$ cat config.mk
export PLATFORM = sky130hd
export DESIGN_NAME = pll_lock_ctrl
export DESIGN_NICKNAME = d
export VERILOG_FILES = /design/src/rtl/pll_lock_pkg.sv /design/src/rtl/pll_cfg_regs.sv /design/src/rtl/pll_lock_counter.sv /design/src/rtl/pll_lock_ctrl.sv
export SDC_FILE = /design/constraint.sdc
export NUM_CORES = 1
export LEC_CHECK = 0
export BUFFER_PORTS_ARGS = -buffer_cell sky130_fd_sc_hd__buf_2
export CAP_MARGIN = 5
export CORE_MARGIN = 2
export CORE_UTILIZATION = 50
export CTS_CLUSTER_DIAMETER = 80
export CTS_CLUSTER_SIZE = 8
export DETAILED_ROUTE_END_ITERATION = 12
export PLACE_DENSITY = 0.74
export SYNTH_ARGS = -nofsm -noshare
export SYNTH_HDL_FRONTEND = slang
export SYNTH_SLANG_ARGS = --single-unit
$ cat constraint.sdc
create_clock -name clk -period 5.05 [get_ports clk]
set_input_delay 1.01 -clock clk [delete_from_list [all_inputs] [get_ports clk]]
set_output_delay 1.01 -clock clk [all_outputs]
set_load 0.05 [all_outputs]
$ cat src/rtl/pll_lock_pkg.sv
package pll_lock_pkg;
  // Field placement in the configuration word; software depends on these.
  localparam int M_LSB    = 16;
  localparam int P_LSB    = 8;
  localparam int S_LSB    = 0;
  localparam int LOCK_BIT = 29;
  // Mode bit in the lock-time register.
  localparam int AUTO_BIT = 31;
  // Register addresses.
  localparam int ADDR_CFG  = 0;
  localparam int ADDR_LOCK = 1;
endpackage

$ cat src/rtl/pll_cfg_regs.sv
module pll_cfg_regs
  import pll_lock_pkg::*;
#(
  parameter int DATA_W    = 32,
  parameter int ADDR_W    = 2,
  parameter int M_W       = 10,
  parameter int P_W       = 6,
  parameter int S_W       = 3,
  parameter int CNT_W     = 20,
  parameter int CYC_PER_P = 250
) (
  input  logic              clk,
  input  logic              rst,
  input  logic              wr_en,
  input  logic              rd_en,
  input  logic [ADDR_W-1:0] addr,
  input  logic [DATA_W-1:0] wdata,
  input  logic              locked,
  output logic [M_W-1:0]    m_q,
  output logic [P_W-1:0]    p_q,
  output logic [S_W-1:0]    s_q,
  output logic              restart,
  output logic [CNT_W-1:0]  load_val,
  output logic [DATA_W-1:0] rdata
);
  localparam logic [CNT_W-1:0] SCALE = CNT_W'(CYC_PER_P);

  logic             cfg_hit, lock_hit;
  logic [M_W-1:0]   new_m;
  logic [P_W-1:0]   new_p;
  logic [S_W-1:0]   new_s;
  logic [CNT_W-1:0] lock_q;
  logic             auto_q;
  logic [DATA_W-1:0] cfg_view, lock_view, rd_mux;

  assign cfg_hit  = wr_en && (addr == ADDR_W'(ADDR_CFG));
  assign lock_hit = wr_en && (addr == ADDR_W'(ADDR_LOCK));
  assign new_m    = wdata[M_LSB +: M_W];
  assign new_p    = wdata[P_LSB +: P_W];
  assign new_s    = wdata[S_LSB +: S_W];

  // Relock only when the loop-shaping fields move.
  assign restart  = cfg_hit && ((new_m != m_q) || (new_p != p_q));

  // Count snapshot taken at restart time.
  always_comb begin
    if (auto_q) load_val = {{(CNT_W-P_W){1'b0}}, new_p} * SCALE;
    else        load_val = lock_q;
  end

  always_ff @(posedge clk) begin
    if (rst) begin
      m_q <= '0;
      p_q <= '0;
      s_q <= '0;
    end else if (cfg_hit) begin
      m_q <= new_m;
      p_q <= new_p;
      s_q <= new_s;
    end
  end

  always_ff @(posedge clk) begin
    if (rst) begin
      lock_q <= '0;
      auto_q <= 1'b0;
    end else if (lock_hit) begin
      lock_q <= wdata[CNT_W-1:0];
      auto_q <= wdata[AUTO_BIT];
    end
  end

  always_comb begin
    cfg_view = '0;
    cfg_view[M_LSB +: M_W] = m_q;
    cfg_view[P_LSB +: P_W] = p_q;
    cfg_view[S_LSB +: S_W] = s_q;
    cfg_view[LOCK_BIT]     = locked;
    lock_view = '0;
    lock_view[CNT_W-1:0]   = lock_q;
    lock_view[AUTO_BIT]    = auto_q;
    if (addr == ADDR_W'(ADDR_CFG))       rd_mux = cfg_view;
    else if (addr == ADDR_W'(ADDR_LOCK)) rd_mux = lock_view;
    else                                 rd_mux = '0;
  end

  always_ff @(posedge clk) begin
    if (rst)        rdata <= '0;
    else if (rd_en) rdata <= rd_mux;
  end
endmodule

$ cat src/rtl/pll_lock_counter.sv
module pll_lock_counter #(
  parameter int CNT_W = 20
) (
  input  logic             clk,
  input  logic             rst,
  input  logic             restart,
  input  logic [CNT_W-1:0] load_val,
  output logic             locked,
  output logic             busy,
  output logic             cnt_zero
);
  logic [CNT_W-1:0] cnt_q;

  assign cnt_zero = (cnt_q == '0);

  always_ff @(posedge clk) begin
    if (rst) begin
      cnt_q  <= '0;
      busy   <= 1'b0;
      locked <= 1'b0;
    end else if (restart) begin
      // A new M/P value always wins over a completing count.
      cnt_q  <= load_val;
      busy   <= 1'b1;
      locked <= 1'b0;
    end else if (busy) begin
      if (cnt_zero) begin
        busy   <= 1'b0;
        locked <= 1'b1;
      end else begin
        cnt_q  <= cnt_q - 1'b1;
      end
    end
  end
endmodule

$ cat src/rtl/pll_lock_ctrl.sv
module pll_lock_ctrl #(
  parameter int DATA_W    = 32,
  parameter int ADDR_W    = 2,
  parameter int M_W       = 10,
  parameter int P_W       = 6,
  parameter int S_W       = 3,
  parameter int CNT_W     = 20,
  parameter int CYC_PER_P = 250
) (
  input  logic              clk,
  input  logic              rst,
  input  logic              bus_sel,
  input  logic              bus_we,
  input  logic [ADDR_W-1:0] bus_addr,
  input  logic [DATA_W-1:0] bus_wdata,
  output logic [DATA_W-1:0] bus_rdata,
  output logic [M_W-1:0]    m_out,
  output logic [P_W-1:0]    p_out,
  output logic [S_W-1:0]    s_out,
  output logic              locked
);
  logic             wr_en, rd_en;
  logic             restart;
  logic [CNT_W-1:0] load_val;
  logic             tmr_busy, tmr_zero;

  assign wr_en = bus_sel && bus_we;
  assign rd_en = bus_sel && !bus_we;

  pll_cfg_regs #(
    .DATA_W(DATA_W), .ADDR_W(ADDR_W), .M_W(M_W), .P_W(P_W), .S_W(S_W),
    .CNT_W(CNT_W), .CYC_PER_P(CYC_PER_P)
  ) u_regs (
    .clk(clk), .rst(rst), .wr_en(wr_en), .rd_en(rd_en), .addr(bus_addr),
    .wdata(bus_wdata), .locked(locked), .m_q(m_out), .p_q(p_out), .s_q(s_out),
    .restart(restart), .load_val(load_val), .rdata(bus_rdata)
  );

  pll_lock_counter #(.CNT_W(CNT_W)) u_cnt (
    .clk(clk), .rst(rst), .restart(restart), .load_val(load_val),
    .locked(locked), .busy(tmr_busy), .cnt_zero(tmr_zero)
  );
endmodule

# Word-level counts from Yosys, hierarchy flattened
# Cells that the tools add are included.
classes:
  n_eq_ne: 4
  multipliers: 1
  n_reduce_logical: 13
  n_mux: 9
  n_addsub: 1
op_table:
  columns: ["cell", "count"]
  rows:
  - ["20-bit two-way mux", 4]
  - ["32-bit two-way mux", 2]
  - ["20-bit logical NOT", 1]
  - ["20-bit by 1-bit subtractor with 20-bit output, second input constant", 1]
  - ["6-bit by 7-bit multiplier with 13-bit output, second input constant", 1]
  - ["10-bit inequality test", 1]
  - ["6-bit inequality test", 1]
  - ["1-bit logical AND", 5]
  - ["2-bit AND reduction", 2]
  - ["1-bit two-way mux", 3]
  - ["2-bit by 1-bit == test with 1-bit output, second input constant", 1]
  - ["2-bit logical NOT", 1]
  - ["2-bit inequality test, second input constant", 1]
  - ["2-bit nonzero test", 1]
  - ["2-bit OR reduction", 1]
  - ["1-bit logical NOT", 1]
  - ["1-bit logical OR", 1]
word_totals:
  wordCells: 37
  output_inout_bits: 52
  ff_bits: 94

# Depth between registers and ports, before layout
# Gate-level depths: netlist of run 1.
logic_depth:
  depth_word: 5
  depth_mapped: 12
  depth_no_buf: 12

# Hierarchy
# Synthesis of run 1 repeated with hierarchy kept, for this count alone.
hier_totals:
  cells_unflattened: 633
  hier_area_um2: 5306.3
modules_own_cells:
  columns: ["module", "area_per_inst_um2", "n_inst", "cells_each"]
  rows:
  - ["pll_cfg_regs", 3947.5, 1, 468]
  - ["pll_lock_counter", 1342.5, 1, 163]
  - ["pll_lock_ctrl", 16.3, 1, 2]

# Worst setup path after synthesis of run 1
# OpenSTA, ideal clock, no wires.
synth_timing:
  kind: "input-to-reg"
  from: "in bus_wdata[8]"
  to: "reg u_cnt.cnt_q[13]"
  path_slack_ps: 980
  path_stages: 11
  arrival_ps: 3984
  cell_sequence: "fa_1 ha_1 fa_1 ha_1 fa_1 a21oi_1 o211ai_1 o41ai_1 xnor2_1 nand2_1 a221oi_2"
synth_via:
  elab_chain_cells: 5
  elab_cells_between_ends: 9
  classes_between: "mul (1); eq/ne (2); mux (2); reduce/logical (4)"
synth_lines:
  columns: ["item", "line", "text"]
  rows:
  - ["start, declared", "pll_lock_ctrl.sv:15", "input logic [DATA_W-1:0] bus_wdata,"]
  - ["parallel branches: the longest is 5 deep, another holds 6-bit by 7-bit multiplier with 13-bit output", null, null]
  - ["end signal, assigned", "pll_lock_counter.sv:23", "cnt_q <= load_val;"]
  - ["end signal, assigned", "pll_lock_counter.sv:31", "cnt_q <= cnt_q - 1'b1;"]
  - ["end, declared", "pll_lock_counter.sv:12", "logic [CNT_W-1:0] cnt_q;"]
# Parallel ways; which one is timed is not known.
# A chain may end at the register's enable or synchronous reset.

# Worst setup path in the final report of run 1
# Ends and elaborated chain as after synthesis.

==> results of run 1 <==
## routing by layer
| metal | up-vias | track usage | routed length (um) |
|---|---|---|---|
| li1 | 2108 | - | - |
| met1 | 2043 | 0.314 | 5550 |
| met2 | 137 | 0.408 | 6160 |
| met3 | 20 | 0.0401 | 737 |
| met4 | 0 | 0.0627 | 187 |
| met5 | - | 0 | 0 |
## kinds of logic after synthesis
logic type,Yosys count
compound gates,132
xor+xnor,33
fa+ha+maj,37
buf+inv,65
flops,90
mux,21
other cells,1
simple gates,194
## cell usage in the layout, fill, tap and decap left out, types with 6 or more instances in the layout
cell                       instances
sky130_fd_sc_hd__clkbuf_8         10
sky130_fd_sc_hd__nor3_1            9
sky130_fd_sc_hd__fa_1             12
sky130_fd_sc_hd__a22oi_1          28
sky130_fd_sc_hd__mux2i_1           7
sky130_fd_sc_hd__buf_2            80
sky130_fd_sc_hd__nor2_1           49
sky130_fd_sc_hd__o21ai_0          11
sky130_fd_sc_hd__nand2_1          85
sky130_fd_sc_hd__xnor2_1          32
sky130_fd_sc_hd__nor2b_1           6
sky130_fd_sc_hd__nand3_1           6
sky130_fd_sc_hd__mux2_2           14
sky130_fd_sc_hd__inv_1            30
sky130_fd_sc_hd__ha_1             25
sky130_fd_sc_hd__a211oi_1         22
sky130_fd_sc_hd__a21oi_1          56
sky130_fd_sc_hd__dfxtp_1          90
## metrics by stage
stage / hold slack, ns / total power (uW) / area (um^2) / setup slack [ns] / utilization
3_3_place_gp: 0.456 / 1200 / 5470 / 0.590 / 0.563
3_5_place_dp: 0.463 / 1220 / 5470 / 0.525 / 0.563
6_report: 0.475 / 1750 / 5690 / 0.832 / 0.585
4_1_cts: 0.476 / 1760 / 5690 / 0.846 / 0.585
2_1_floorplan: 0.441 / 1120 / 5010 / 0.980 / -
5_1_grt: 0.513 / 1850 / 5690 / 0.640 / 0.585
## synthesized netlist by cell type, drive strengths merged
cell type and count:
o31ai 1, nand2b 5, or2 1, fa 12
o22ai 1, a21o 1, clkbuf 24, nor3 13
or4 1, nor2 51, nand4 6, a221oi 2
o211ai 1, a311oi 1, or3 4, nor4 9
conb 1, nor4b 3, nand3b 1, a22oi 28
xnor2 32, nor2b 6, nand2 88, mux2 14
nand3 6, o41ai 3, a21oi 56, xor2 1
buf 11, inv 30, o21a 1, a31oi 1
ha 25, mux2i 7, o21ai 11, a211oi 25
dfxtp 90
## worst max-delay path: stages
cell                       delay (ns)
sky130_fd_sc_hd__buf_2           0.16
sky130_fd_sc_hd__fa_1            0.60
sky130_fd_sc_hd__inv_1           0.07
sky130_fd_sc_hd__fa_1            0.46
sky130_fd_sc_hd__fa_1            0.52
sky130_fd_sc_hd__inv_1           0.05
sky130_fd_sc_hd__ha_1            0.35
sky130_fd_sc_hd__a21oi_1         0.21
sky130_fd_sc_hd__o211ai_1        0.17
sky130_fd_sc_hd__o41ai_1         0.33
sky130_fd_sc_hd__xnor2_1         0.17
sky130_fd_sc_hd__nand2_1         0.09
sky130_fd_sc_hd__a221oi_2        0.27
## path summary, 6_finish.rpt
| kind | startpoint | endpoint | slack [ns] | cells after the start |
|---|---|---|---|---|
| setup / recovery | bus_wdata[8] | u_cnt.cnt_q[13] | 0.83 | 13 |
| hold / removal | u_regs.s_q[0] | u_regs.s_q[0] | 0.47 | 2 |
| setup reg to reg | u_regs.p_q[4] | u_cnt.cnt_q[13] | 2.34 | 6 |
| hold reg to reg | u_regs.s_q[0] | u_regs.s_q[0] | 0.47 | 2 |
## registers in the layout, indices dropped and copies added (netlist names)
| signal | count |
|---|---|
| u_regs.auto_q | 1 |
| u_regs.m_q | 10 |
| u_cnt.busy | 1 |
| u_regs.lock_q | 20 |
| u_regs.s_q | 3 |
| u_regs.rdata | 28 |
| u_cnt.cnt_q | 20 |
| u_cnt.locked | 1 |
| u_regs.p_q | 6 |
## where the power goes
part	leakage [uW]	internal (uW)	switching [uW]	total (uW)
combinational	0.00145	181	284	466
clock	0.000111	294	248	542
sequential	0.000728	725	22.1	748
## layout make-up
class | instances | share of cell area
clock inverter | 4 | 0.0130
clock buffer | 12 | 0.0255
timing repair buffer | 85 | 0.0769
tap | 133 | 0.0292
inverter | 30 | 0.0198
sequential | 90 | 0.316
multi-input combinational | 421 | 0.519
==> run_summary.xml, run 1 <==
<?xml version="1.0" encoding="UTF-8"?>
<metrics>
  <group name="outcome">
    <metric name="outcome" unit="">finished, final reports clean</metric>
  </group>
  <group name="layout">
    <metric name="p_r_area_growth_vs_syn" unit="%">13.8</metric>
    <metric name="final-seq-area" unit="um^2">1800</metric>
    <metric name="final_layout_size_suffix_gt1_frac" unit="">0.213</metric>
    <metric name="final_net_count" unit="">712</metric>
    <metric name="layout.filler_cells" unit="">901</metric>
    <metric name="antenna_cells" unit="">0</metric>
    <metric name="count_of_placed_standard_cells_in_the_final_layout_fillers_left_out" unit="">775</metric>
    <metric name="multi_input_logic_area" unit="um^2">2960</metric>
  </group>
  <group name="placement">
    <metric name="dp_hpwl" unit="mm">9.37</metric>
    <metric name="post-place-cells" unit="">759</metric>
    <metric name="place_congestion" unit="">0.863</metric>
    <metric name="port-buffer-count" unit="">80</metric>
  </group>
  <group name="power_and_ir_drop">
    <metric name="p_per_area" unit="nW/um^2">308</metric>
    <metric name="cellLeakagePower" unit="uW">0.00229</metric>
    <metric name="ir_worst_vdd" unit="mV">0.196</metric>
  </group>
  <group name="timing">
    <metric name="final.setup.tns" unit="ns">0</metric>
    <metric name="clock-skew-final" unit="ns">0.00744</metric>
    <metric name="period_share" unit="">0.835</metric>
    <metric name="rsz0062_at_grt" unit="">false</metric>
    <metric name="max_slew.worst_pin.slew" unit="ns">1.12</metric>
    <metric name="final-setup-viol-count" unit="">0</metric>
    <metric name="slew-limit-headroom" unit="">0.256</metric>
    <metric name="slew_violations" unit="">0</metric>
    <metric name="max_clock_freq" unit="MHz">237</metric>
    <metric name="final-hold-violation-count" unit="">0</metric>
    <metric name="post-route-min-period" unit="ns">4.22</metric>
  </group>
  <group name="floorplan">
    <metric name="start_util" unit="">0.514</metric>
    <metric name="die_height" unit="um">104</metric>
    <metric name="die_w" unit="um">104</metric>
    <metric name="top_level_ports" unit="">90</metric>
    <metric name="coreArea" unit="um^2">9730</metric>
    <metric name="floorplan.die_area" unit="um^2">10800</metric>
    <metric name="floorplan.rows" unit="">36</metric>
  </group>
  <group name="drt">
    <metric name="drt.antenna.violating_nets" unit="">0</metric>
    <metric name="drc_violation_total_after_the_first_tritonroute_iteration" unit="">275</metric>
    <metric name="drt-wirelength-per-cell" unit="um">16.3</metric>
    <metric name="finalWirelength" unit="mm">12.6</metric>
    <metric name="detail_route.vias_per_cell" unit="">5.56</metric>
    <metric name="via_count" unit="">4308</metric>
    <metric name="route.detailed.drc" unit="">0</metric>
    <metric name="number_of_search_and_repair_iterations_in_the_first_detailed_routing_pass" unit="">5</metric>
  </group>
  <group name="clock_tree">
    <metric name="cts-buffers-inserted" unit="">9</metric>
    <metric name="clk_transition_reported_paths" unit="ns">0.08</metric>
    <metric name="cts.sink_count" unit="">90</metric>
    <metric name="tritoncts" unit="">done</metric>
    <metric name="cts_root_buf" unit="">sky130_fd_sc_hd__clkbuf_8</metric>
    <metric name="post_cts.resized_instances" unit="">0</metric>
    <metric name="clk-insertion-delay-late" unit="ns">0.36</metric>
    <metric name="cts_buffer_depth" unit="">2</metric>
    <metric name="htreeDepth" unit="">3</metric>
    <metric name="cts_setup_buffers" unit="">0</metric>
    <metric name="cts_hold_buf" unit="">0</metric>
  </group>
  <group name="synth">
    <metric name="syn_area" unit="um^2">5000</metric>
    <metric name="synth.mux.area_fraction" unit="">0.0455</metric>
    <metric name="synth_top_family_by_area" unit="">simple AND/OR/NAND/NOR gates</metric>
    <metric name="syn-instance-count" unit="">573</metric>
    <metric name="synth.avg_cell_area" unit="um^2">8.73</metric>
    <metric name="synth_compound_area_frac" unit="">0.174</metric>
    <metric name="synth.area.top_cells" unit="">sky130_fd_sc_hd__dfxtp_1 (36%), sky130_fd_sc_hd__nand2_1 (6.4%), sky130_fd_sc_hd__ha_1 (6.3%)</metric>
    <metric name="synthDominantCellAreaShare" unit="">0.360</metric>
    <metric name="synthXorXnorAreaFrac" unit="">0.0578</metric>
    <metric name="synthSimpleGateAreaFrac" unit="">0.199</metric>
    <metric name="yosys.cell_types.count" unit="">51</metric>
    <metric name="synth-seq-area-share" unit="">0.360</metric>
    <metric name="synthAdderAreaFrac" unit="">0.111</metric>
    <metric name="ys_ff_latch" unit="">90</metric>
    <metric name="yosysTopAreaCell" unit="">sky130_fd_sc_hd__dfxtp_1</metric>
    <metric name="synthesis.yosys.warnings" unit="">0</metric>
  </group>
  <group name="critical_path">
    <metric name="crit_path_end_kind" unit="">flip-flop</metric>
    <metric name="setup.worst_path.start_class" unit="">input port</metric>
    <metric name="crit_path_max_fanout" unit="">7</metric>
    <metric name="required" unit="ns">5.31</metric>
    <metric name="cp_data_arrival_time" unit="ns">4.48</metric>
    <metric name="timing_worst_setup_path_type" unit="">input port to flip-flop</metric>
  </group>
  <group name="grt">
    <metric name="antenna_found_initial" unit="">0</metric>
    <metric name="largest_net_degree_at_the_start_of_global_routing" unit="">52</metric>
    <metric name="global_route.overflow_total" unit="">0</metric>
    <metric name="first_global_vias" unit="">4313</metric>
    <metric name="grt_first_pass_wirelength" unit="mm">21.3</metric>
    <metric name="gr-usage-all-layers" unit="">0.239</metric>
  </group>
  <group name="worst_hold_path">
    <metric name="worstHoldPathType" unit="">flip-flop to flip-flop</metric>
  </group>
  <group name="run">
    <metric name="drv_cap" unit="">0</metric>
  </group>
</metrics>
Note: power is estimated with default switching activity, not from simulation.
==> run 2, diff against run 1 <==
clock period = 4.35 ns   (was 5.05 ns; I/O delays follow)
==> run 2 against run 1 <==
Die area stayed put. Global-route usage decreased by 0.49 points. Routed wire length increased by 0.78%. Highest routed layer unchanged.
==> run_summary.xml, run 2 (synthesized netlist as in run 1, its figures left out) <==
<?xml version="1.0" encoding="UTF-8"?>
<metrics>
  <group name="power_and_ir_drop">
    <metric name="totalPowerFinal" unit="uW">2040</metric>
    <metric name="ir_worst_vdd" unit="mV">0.273</metric>
    <metric name="cellLeakagePower" unit="uW">0.00233</metric>
    <metric name="p_per_area" unit="nW/um^2">353</metric>
  </group>
  <group name="critical_path">
    <metric name="endpoint" unit="">u_cnt.cnt_q[13]</metric>
    <metric name="r2r_end" unit="">u_cnt.cnt_q[6]</metric>
    <metric name="cp_data_arrival_time" unit="ns">4.25</metric>
    <metric name="reg2reg_depth" unit="">6</metric>
    <metric name="setup.worst_path.start" unit="">bus_wdata[8]</metric>
    <metric name="crit_path_max_fanout" unit="">3</metric>
    <metric name="crit_path_end_kind" unit="">flip-flop</metric>
    <metric name="r2r_setup_slk" unit="ns">1.78</metric>
    <metric name="regToRegStartpoint" unit="">u_regs.p_q[4]</metric>
    <metric name="timing_worst_setup_path_type" unit="">input port to flip-flop</metric>
    <metric name="required" unit="ns">4.62</metric>
    <metric name="setup.worst_path.start_class" unit="">input port</metric>
  </group>
  <group name="timing">
    <metric name="max_clock_freq" unit="MHz">252</metric>
    <metric name="post-route-min-period" unit="ns">3.97</metric>
    <metric name="timing.final.ws_setup" unit="ns">0.375</metric>
    <metric name="clock-skew-final" unit="ns">0.00577</metric>
    <metric name="slew-limit-headroom" unit="">0.257</metric>
    <metric name="max_slew.worst_pin.slew" unit="ns">1.11</metric>
    <metric name="final-hold-violation-count" unit="">0</metric>
    <metric name="final-setup-viol-count" unit="">0</metric>
    <metric name="rsz0062_at_grt" unit="">false</metric>
    <metric name="final.setup.tns" unit="ns">0</metric>
    <metric name="period_share" unit="">0.914</metric>
    <metric name="slew_violations" unit="">0</metric>
  </group>
  <group name="clock_tree">
    <metric name="post_cts.resized_instances" unit="">0</metric>
    <metric name="clk_transition_reported_paths" unit="ns">0.09</metric>
    <metric name="cts.sink_count" unit="">90</metric>
    <metric name="cts_setup_buffers" unit="">0</metric>
    <metric name="htreeDepth" unit="">3</metric>
    <metric name="cts_buffer_depth" unit="">2</metric>
    <metric name="cts-buffers-inserted" unit="">9</metric>
    <metric name="cts_root_buf" unit="">sky130_fd_sc_hd__clkbuf_8</metric>
    <metric name="tritoncts" unit="">done</metric>
    <metric name="cts_hold_buf" unit="">0</metric>
    <metric name="clk-insertion-delay-late" unit="ns">0.35</metric>
  </group>
  <group name="grt">
    <metric name="largest_net_degree_at_the_start_of_global_routing" unit="">40</metric>
    <metric name="antenna_found_initial" unit="">0</metric>
    <metric name="global_route.overflow_total" unit="">0</metric>
    <metric name="first_global_vias" unit="">4153</metric>
    <metric name="grt_first_pass_wirelength" unit="mm">20.7</metric>
    <metric name="gr-usage-all-layers" unit="">0.234</metric>
  </group>
  <group name="run">
    <metric name="drv_cap" unit="">0</metric>
  </group>
  <group name="floorplan">
    <metric name="floorplan.die_area" unit="um^2">10800</metric>
    <metric name="floorplan.rows" unit="">36</metric>
    <metric name="start_util" unit="">0.514</metric>
    <metric name="top_level_ports" unit="">90</metric>
    <metric name="die_w" unit="um">104</metric>
    <metric name="die_height" unit="um">104</metric>
    <metric name="coreArea" unit="um^2">9730</metric>
  </group>
  <group name="placement">
    <metric name="place_congestion" unit="">0.882</metric>
    <metric name="port-buffer-count" unit="">80</metric>
    <metric name="dp_hpwl" unit="mm">9.26</metric>
    <metric name="dp_slack" unit="ns">0.0260</metric>
  </group>
  <group name="drt">
    <metric name="drt-wirelength-per-cell" unit="um">16.2</metric>
    <metric name="finalWirelength" unit="mm">12.7</metric>
    <metric name="number_of_search_and_repair_iterations_in_the_first_detailed_routing_pass" unit="">5</metric>
    <metric name="drc_violation_total_after_the_first_tritonroute_iteration" unit="">339</metric>
    <metric name="drt.antenna.violating_nets" unit="">0</metric>
    <metric name="via_count" unit="">4402</metric>
    <metric name="route.detailed.drc" unit="">0</metric>
    <metric name="detail_route.vias_per_cell" unit="">5.61</metric>
  </group>
  <group name="layout">
    <metric name="final_layout_size_suffix_gt1_frac" unit="">0.225</metric>
    <metric name="layout.cells.most_common" unit="">sky130_fd_sc_hd__dfxtp_1</metric>
    <metric name="most-common-layout-cells" unit="">sky130_fd_sc_hd__dfxtp_1 (90), sky130_fd_sc_hd__nand2_1 (85), sky130_fd_sc_hd__buf_2 (80), sky130_fd_sc_hd__a21oi_1 (56), sky130_fd_sc_hd__nor2_1 (49)</metric>
    <metric name="antenna_cells" unit="">0</metric>
    <metric name="final_net_count" unit="">722</metric>
    <metric name="largest_register_ff_count" unit="">28</metric>
    <metric name="largest-register" unit="">u_regs.rdata</metric>
    <metric name="reg_top3" unit="">u_regs.rdata (28), u_cnt.cnt_q (20), u_regs.lock_q (20)</metric>
    <metric name="p_r_area_growth_vs_syn" unit="%">15.3</metric>
  </group>
  <group name="worst_hold_path">
    <metric name="worstHoldPathType" unit="">flip-flop to flip-flop</metric>
  </group>
  <group name="outcome">
    <metric name="outcome" unit="">finished, final reports clean</metric>
  </group>
</metrics>
-- run 2: worst max-delay path, cell delays in order --
cell	delay (ns)
sky130_fd_sc_hd__buf_2	0.12
sky130_fd_sc_hd__fa_1	0.59
sky130_fd_sc_hd__ha_1	0.27
sky130_fd_sc_hd__fa_1	0.48
sky130_fd_sc_hd__ha_1	0.25
sky130_fd_sc_hd__fa_1	0.42
sky130_fd_sc_hd__a21oi_1	0.24
sky130_fd_sc_hd__o211ai_1	0.16
sky130_fd_sc_hd__o41ai_1	0.34
sky130_fd_sc_hd__xnor2_1	0.17
sky130_fd_sc_hd__nand2_1	0.08
sky130_fd_sc_hd__a221oi_2	0.26
-- run 2: routing by layer --
metal | up-vias | wire length, um | GRT usage
li1 | 2126 | - | -
met1 | 2108 | 5580 | 0.308
met2 | 156 | 6200 | 0.397
met3 | 12 | 837 | 0.0426
met4 | 0 | 109 | 0.0618
met5 | - | 0 | 0
-- run 2: worst min-delay path by stage --
| stage | from | to | cells after the start | slack, ns |
|---|---|---|---|---|
| 6_report | u_regs.lock_q[18] | u_regs.lock_q[18] | 2 | 0.47 |
| 5_1_grt | u_regs.lock_q[17] | u_regs.lock_q[17] | 2 | 0.49 |
| 4_1_cts | u_regs.lock_q[18] | u_regs.lock_q[18] | 2 | 0.48 |
| 3_5_place_dp | u_regs.lock_q[18] | u_regs.lock_q[18] | 2 | 0.46 |
| 3_3_place_gp | u_regs.s_q[2] | u_regs.s_q[2] | 2 | 0.46 |
| 2_1_floorplan | u_regs.lock_q[18] | u_regs.lock_q[18] | 2 | 0.44 |
-- run 2: power by group --
part	total, uW	switching, uW	internal [uW]	leakage [uW]
sequential	867	25.1	842	0.000728
clock	632	292	340	0.000103
combinational	538	324	215	0.00150
total	2040	641	1400	0.00233
-- run 2: stage by stage --
step / cell area [um^2] / utilization / cells / hold WS, ns
6_report: 5770 / 0.593 / 785 / 0.473
5_1_grt: 5770 / 0.593 / 785 / 0.491
4_1_cts: 5770 / 0.593 / 785 / 0.476
3_5_place_dp: 5550 / 0.570 / 769 / 0.464
3_3_place_gp: 5550 / 0.570 / 769 / 0.455
2_1_floorplan: 5010 / - / 576 / 0.441
-- run 2: layout make-up --
| cell class | count | area, um^2 |
|---|---|---|
| clock inverters | 4 | 75.1 |
| clock buffers | 12 | 145 |
| multi-input cells | 421 | 2960 |
| repair buffers | 95 | 513 |
| well taps | 133 | 166 |
| inverters | 30 | 113 |
| flip-flops and latches | 90 | 1800 |
| fillers | 889 | 3960 |
==> run 3, diff against run 2 <==
clock period = 3.8 ns   (was 4.35 ns; I/O delays follow)
==> run 3 against run 2 <==
Clock power increased by 1%. Via count increased by 0.36%. Routed wire length increased by 3.8%. Sequential power increased by 15%. Sequential share of layout area decreased by 0.79 points. Design area increased by 2.6%. Critical path depth increased by 1. Utilization increased by 1.5 points. Count of clock-buffer cells in the layout decreased by 3. Highest routed layer unchanged.
==> run_summary.xml, run 3 (synthesized netlist as in run 1, its figures left out) <==
<?xml version="1.0" encoding="UTF-8"?>
<metrics>
  <group name="outcome">
    <metric name="outcome" unit="">finished, final reports clean</metric>
  </group>
  <group name="power_and_ir_drop">
    <metric name="power_frac_seq" unit="">0.410</metric>
    <metric name="p_int" unit="uW">1620</metric>
    <metric name="power.share.clock" unit="">0.264</metric>
    <metric name="power.switching_fraction" unit="">0.333</metric>
    <metric name="totalPowerFinal" unit="uW">2420</metric>
    <metric name="p_per_area" unit="nW/um^2">409</metric>
    <metric name="p_switching" unit="uW">807</metric>
    <metric name="power_frac_comb" unit="">0.326</metric>
    <metric name="cellLeakagePower" unit="uW">0.00239</metric>
    <metric name="ir_worst_vdd" unit="mV">0.259</metric>
  </group>
  <group name="drt">
    <metric name="drt-wirelength-per-cell" unit="um">16.6</metric>
    <metric name="finalWirelength" unit="mm">13.2</metric>
    <metric name="route.detailed.drc" unit="">0</metric>
    <metric name="detail_route.vias_per_cell" unit="">5.55</metric>
    <metric name="drt.antenna.violating_nets" unit="">0</metric>
    <metric name="via_count" unit="">4418</metric>
    <metric name="drc_violation_total_after_the_first_tritonroute_iteration" unit="">260</metric>
    <metric name="number_of_search_and_repair_iterations_in_the_first_detailed_routing_pass" unit="">5</metric>
  </group>
  <group name="timing">
    <metric name="final-setup-viol-count" unit="">0</metric>
    <metric name="slew-limit-headroom" unit="">0.326</metric>
    <metric name="max_clock_freq" unit="MHz">269</metric>
    <metric name="slew_violations" unit="">0</metric>
    <metric name="post-route-min-period" unit="ns">3.72</metric>
    <metric name="period_share" unit="">0.980</metric>
    <metric name="timing.final.ws_setup" unit="ns">0.0775</metric>
    <metric name="final-hold-violation-count" unit="">0</metric>
    <metric name="max_slew.worst_pin.slew" unit="ns">1.01</metric>
    <metric name="clock-skew-final" unit="ns">0.00634</metric>
  </group>
  <group name="placement">
    <metric name="dp_slack" unit="ns">-0.333</metric>
    <metric name="place_congestion" unit="">0.828</metric>
    <metric name="port-buffer-count" unit="">80</metric>
    <metric name="postPlaceCellArea" unit="um^2">5640</metric>
    <metric name="dp_hpwl" unit="mm">9.46</metric>
  </group>
  <group name="clock_tree">
    <metric name="cts_hold_buf" unit="">0</metric>
    <metric name="tritoncts" unit="">done</metric>
    <metric name="cts.sink_count" unit="">90</metric>
    <metric name="cts-buffers-inserted" unit="">9</metric>
    <metric name="clk_transition_reported_paths" unit="ns">0.08</metric>
    <metric name="cts_buffer_depth" unit="">2</metric>
    <metric name="htreeDepth" unit="">3</metric>
    <metric name="clk-insertion-delay-late" unit="ns">0.36</metric>
    <metric name="cts_root_buf" unit="">sky130_fd_sc_hd__clkbuf_8</metric>
  </group>
  <group name="run">
    <metric name="drv_cap" unit="">0</metric>
  </group>
  <group name="layout">
    <metric name="reg_top3" unit="">u_regs.rdata (28), u_cnt.cnt_q (20), u_regs.lock_q (20)</metric>
    <metric name="p_r_area_growth_vs_syn" unit="%">18.3</metric>
    <metric name="largest-register" unit="">u_regs.rdata</metric>
    <metric name="final_layout_size_suffix_gt1_frac" unit="">0.268</metric>
    <metric name="layout.cells.most_common" unit="">sky130_fd_sc_hd__dfxtp_1</metric>
    <metric name="final_net_count" unit="">735</metric>
    <metric name="final-seq-area" unit="um^2">1800</metric>
    <metric name="multi_input_logic_area" unit="um^2">3040</metric>
    <metric name="post-route-cell-area" unit="um^2">5920</metric>
    <metric name="most-common-layout-cells" unit="">sky130_fd_sc_hd__dfxtp_1 (90), sky130_fd_sc_hd__nand2_1 (85), sky130_fd_sc_hd__buf_2 (79), sky130_fd_sc_hd__a21oi_1 (55), sky130_fd_sc_hd__nor2_1 (49)</metric>
    <metric name="largest_register_ff_count" unit="">28</metric>
    <metric name="layout.filler_cells" unit="">863</metric>
    <metric name="antenna_cells" unit="">0</metric>
  </group>
  <group name="floorplan">
    <metric name="floorplan.die_area" unit="um^2">10800</metric>
    <metric name="top_level_ports" unit="">90</metric>
    <metric name="floorplan.rows" unit="">36</metric>
    <metric name="die_height" unit="um">104</metric>
    <metric name="start_util" unit="">0.514</metric>
    <metric name="die_w" unit="um">104</metric>
    <metric name="coreArea" unit="um^2">9730</metric>
  </group>
  <group name="critical_path">
    <metric name="cp_data_arrival_time" unit="ns">3.93</metric>
    <metric name="crit_path_end_kind" unit="">flip-flop</metric>
    <metric name="required" unit="ns">4.01</metric>
    <metric name="reg2reg_depth" unit="">8</metric>
    <metric name="setup.worst_path.start_class" unit="">input port</metric>
    <metric name="crit_path_max_fanout" unit="">4</metric>
    <metric name="timing_worst_setup_path_type" unit="">input port to flip-flop</metric>
  </group>
  <group name="grt">
    <metric name="gr-usage-all-layers" unit="">0.245</metric>
    <metric name="first_global_vias" unit="">4328</metric>
    <metric name="largest_net_degree_at_the_start_of_global_routing" unit="">91</metric>
    <metric name="global_route.overflow_total" unit="">0</metric>
    <metric name="antenna_found_initial" unit="">0</metric>
    <metric name="grt_first_pass_wirelength" unit="mm">21.6</metric>
  </group>
  <group name="worst_hold_path">
    <metric name="worstHoldPathType" unit="">flip-flop to flip-flop</metric>
    <metric name="timing.hold.worst_path_depth" unit="">2</metric>
  </group>
</metrics>
-- run 3: changes by cell type in the layout (fill, tap and decap cells not counted), moves of 3 or more --
cell | previous run | this run
sky130_fd_sc_hd__a211oi_1 | 22 | 19
sky130_fd_sc_hd__buf_4 | 15 | 28
sky130_fd_sc_hd__ha_4 | 0 | 3
sky130_fd_sc_hd__inv_1 | 30 | 27
sky130_fd_sc_hd__inv_2 | 0 | 3
sky130_fd_sc_hd__fa_1 | 12 | 9
sky130_fd_sc_hd__fa_2 | 0 | 3
sky130_fd_sc_hd__a211oi_2 | 3 | 6
sky130_fd_sc_hd__ha_1 | 25 | 20
-- run 3: worst paths after layout --
kind               startpoint                to  slack, ns
max             bus_wdata[10]   u_cnt.cnt_q[12]       0.08
min          u_regs.lock_q[6]  u_regs.lock_q[6]       0.48
max reg2reg    u_cnt.cnt_q[0]    u_cnt.cnt_q[9]       1.44
min reg2reg  u_regs.lock_q[6]  u_regs.lock_q[6]       0.48
-- run 3: what timing repair did --
| item | in CTS | in global routing |
|---|---|---|
| pin swaps | 0 | 14 |
| buffers inserted | 0 | 2 |
| hold endpoints to repair | 0 | 0 |
| gates resized for setup | 1 | 19 |
| endpoints found under the setup margin | 1 | 5 |
-- run 3: final cells by class --
class | count | share of cell area
clock buffers | 9 | 0.0209
clock inverters | 5 | 0.00951
multi-input cells | 421 | 0.514
flip-flops and latches | 90 | 0.304
repair buffers | 108 | 0.104
well taps | 133 | 0.0281
inverters | 30 | 0.0190
-- run 3: routing by layer --
layer / part of all wire / wire length (um) / vias to the layer above / global-route usage
met4: 0.017 / 225 / 0 / 0.0869
met5: 0 / 0 / - / 0
met2: 0.49 / 6460 / 118 / 0.406
met1: 0.45 / 5880 / 2140 / 0.324
met3: 0.049 / 645 / 17 / 0.0414
li1: - / - / 2143 / -
-- run 3: per-stage QoR --
stage               setup TNS (ns)  utilization  hold slack, ns  cells
floorplan                        0            -           0.441    576
global placement            -0.986        0.580           0.452    780
detailed placement           -1.52        0.580           0.466    780
CTS                              0        0.599           0.479    794
global route                -0.130        0.608           0.508    796
finish                           0        0.608           0.480    796
-- run 3: power groups by stage --
stage	clock network (uW)	logic [uW]	registers (uW)
floorplan	0	463	1030
global placement	0	668	1010
detailed placement	0	687	1010
CTS	646	699	992
global route	684	868	996
finish	640	790	993
-- run 3: critical path, cell delays in order --
cell	delay, ns
sky130_fd_sc_hd__buf_6	0.10
sky130_fd_sc_hd__fa_2	0.62
sky130_fd_sc_hd__inv_2	0.05
sky130_fd_sc_hd__fa_1	0.48
sky130_fd_sc_hd__fa_1	0.51
sky130_fd_sc_hd__inv_2	0.05
sky130_fd_sc_hd__ha_4	0.17
sky130_fd_sc_hd__a211oi_2	0.29
sky130_fd_sc_hd__o21ai_0	0.17
sky130_fd_sc_hd__a31oi_1	0.24
sky130_fd_sc_hd__xnor2_1	0.09
sky130_fd_sc_hd__a211oi_1	0.33
sky130_fd_sc_hd__a211oi_2	0.07
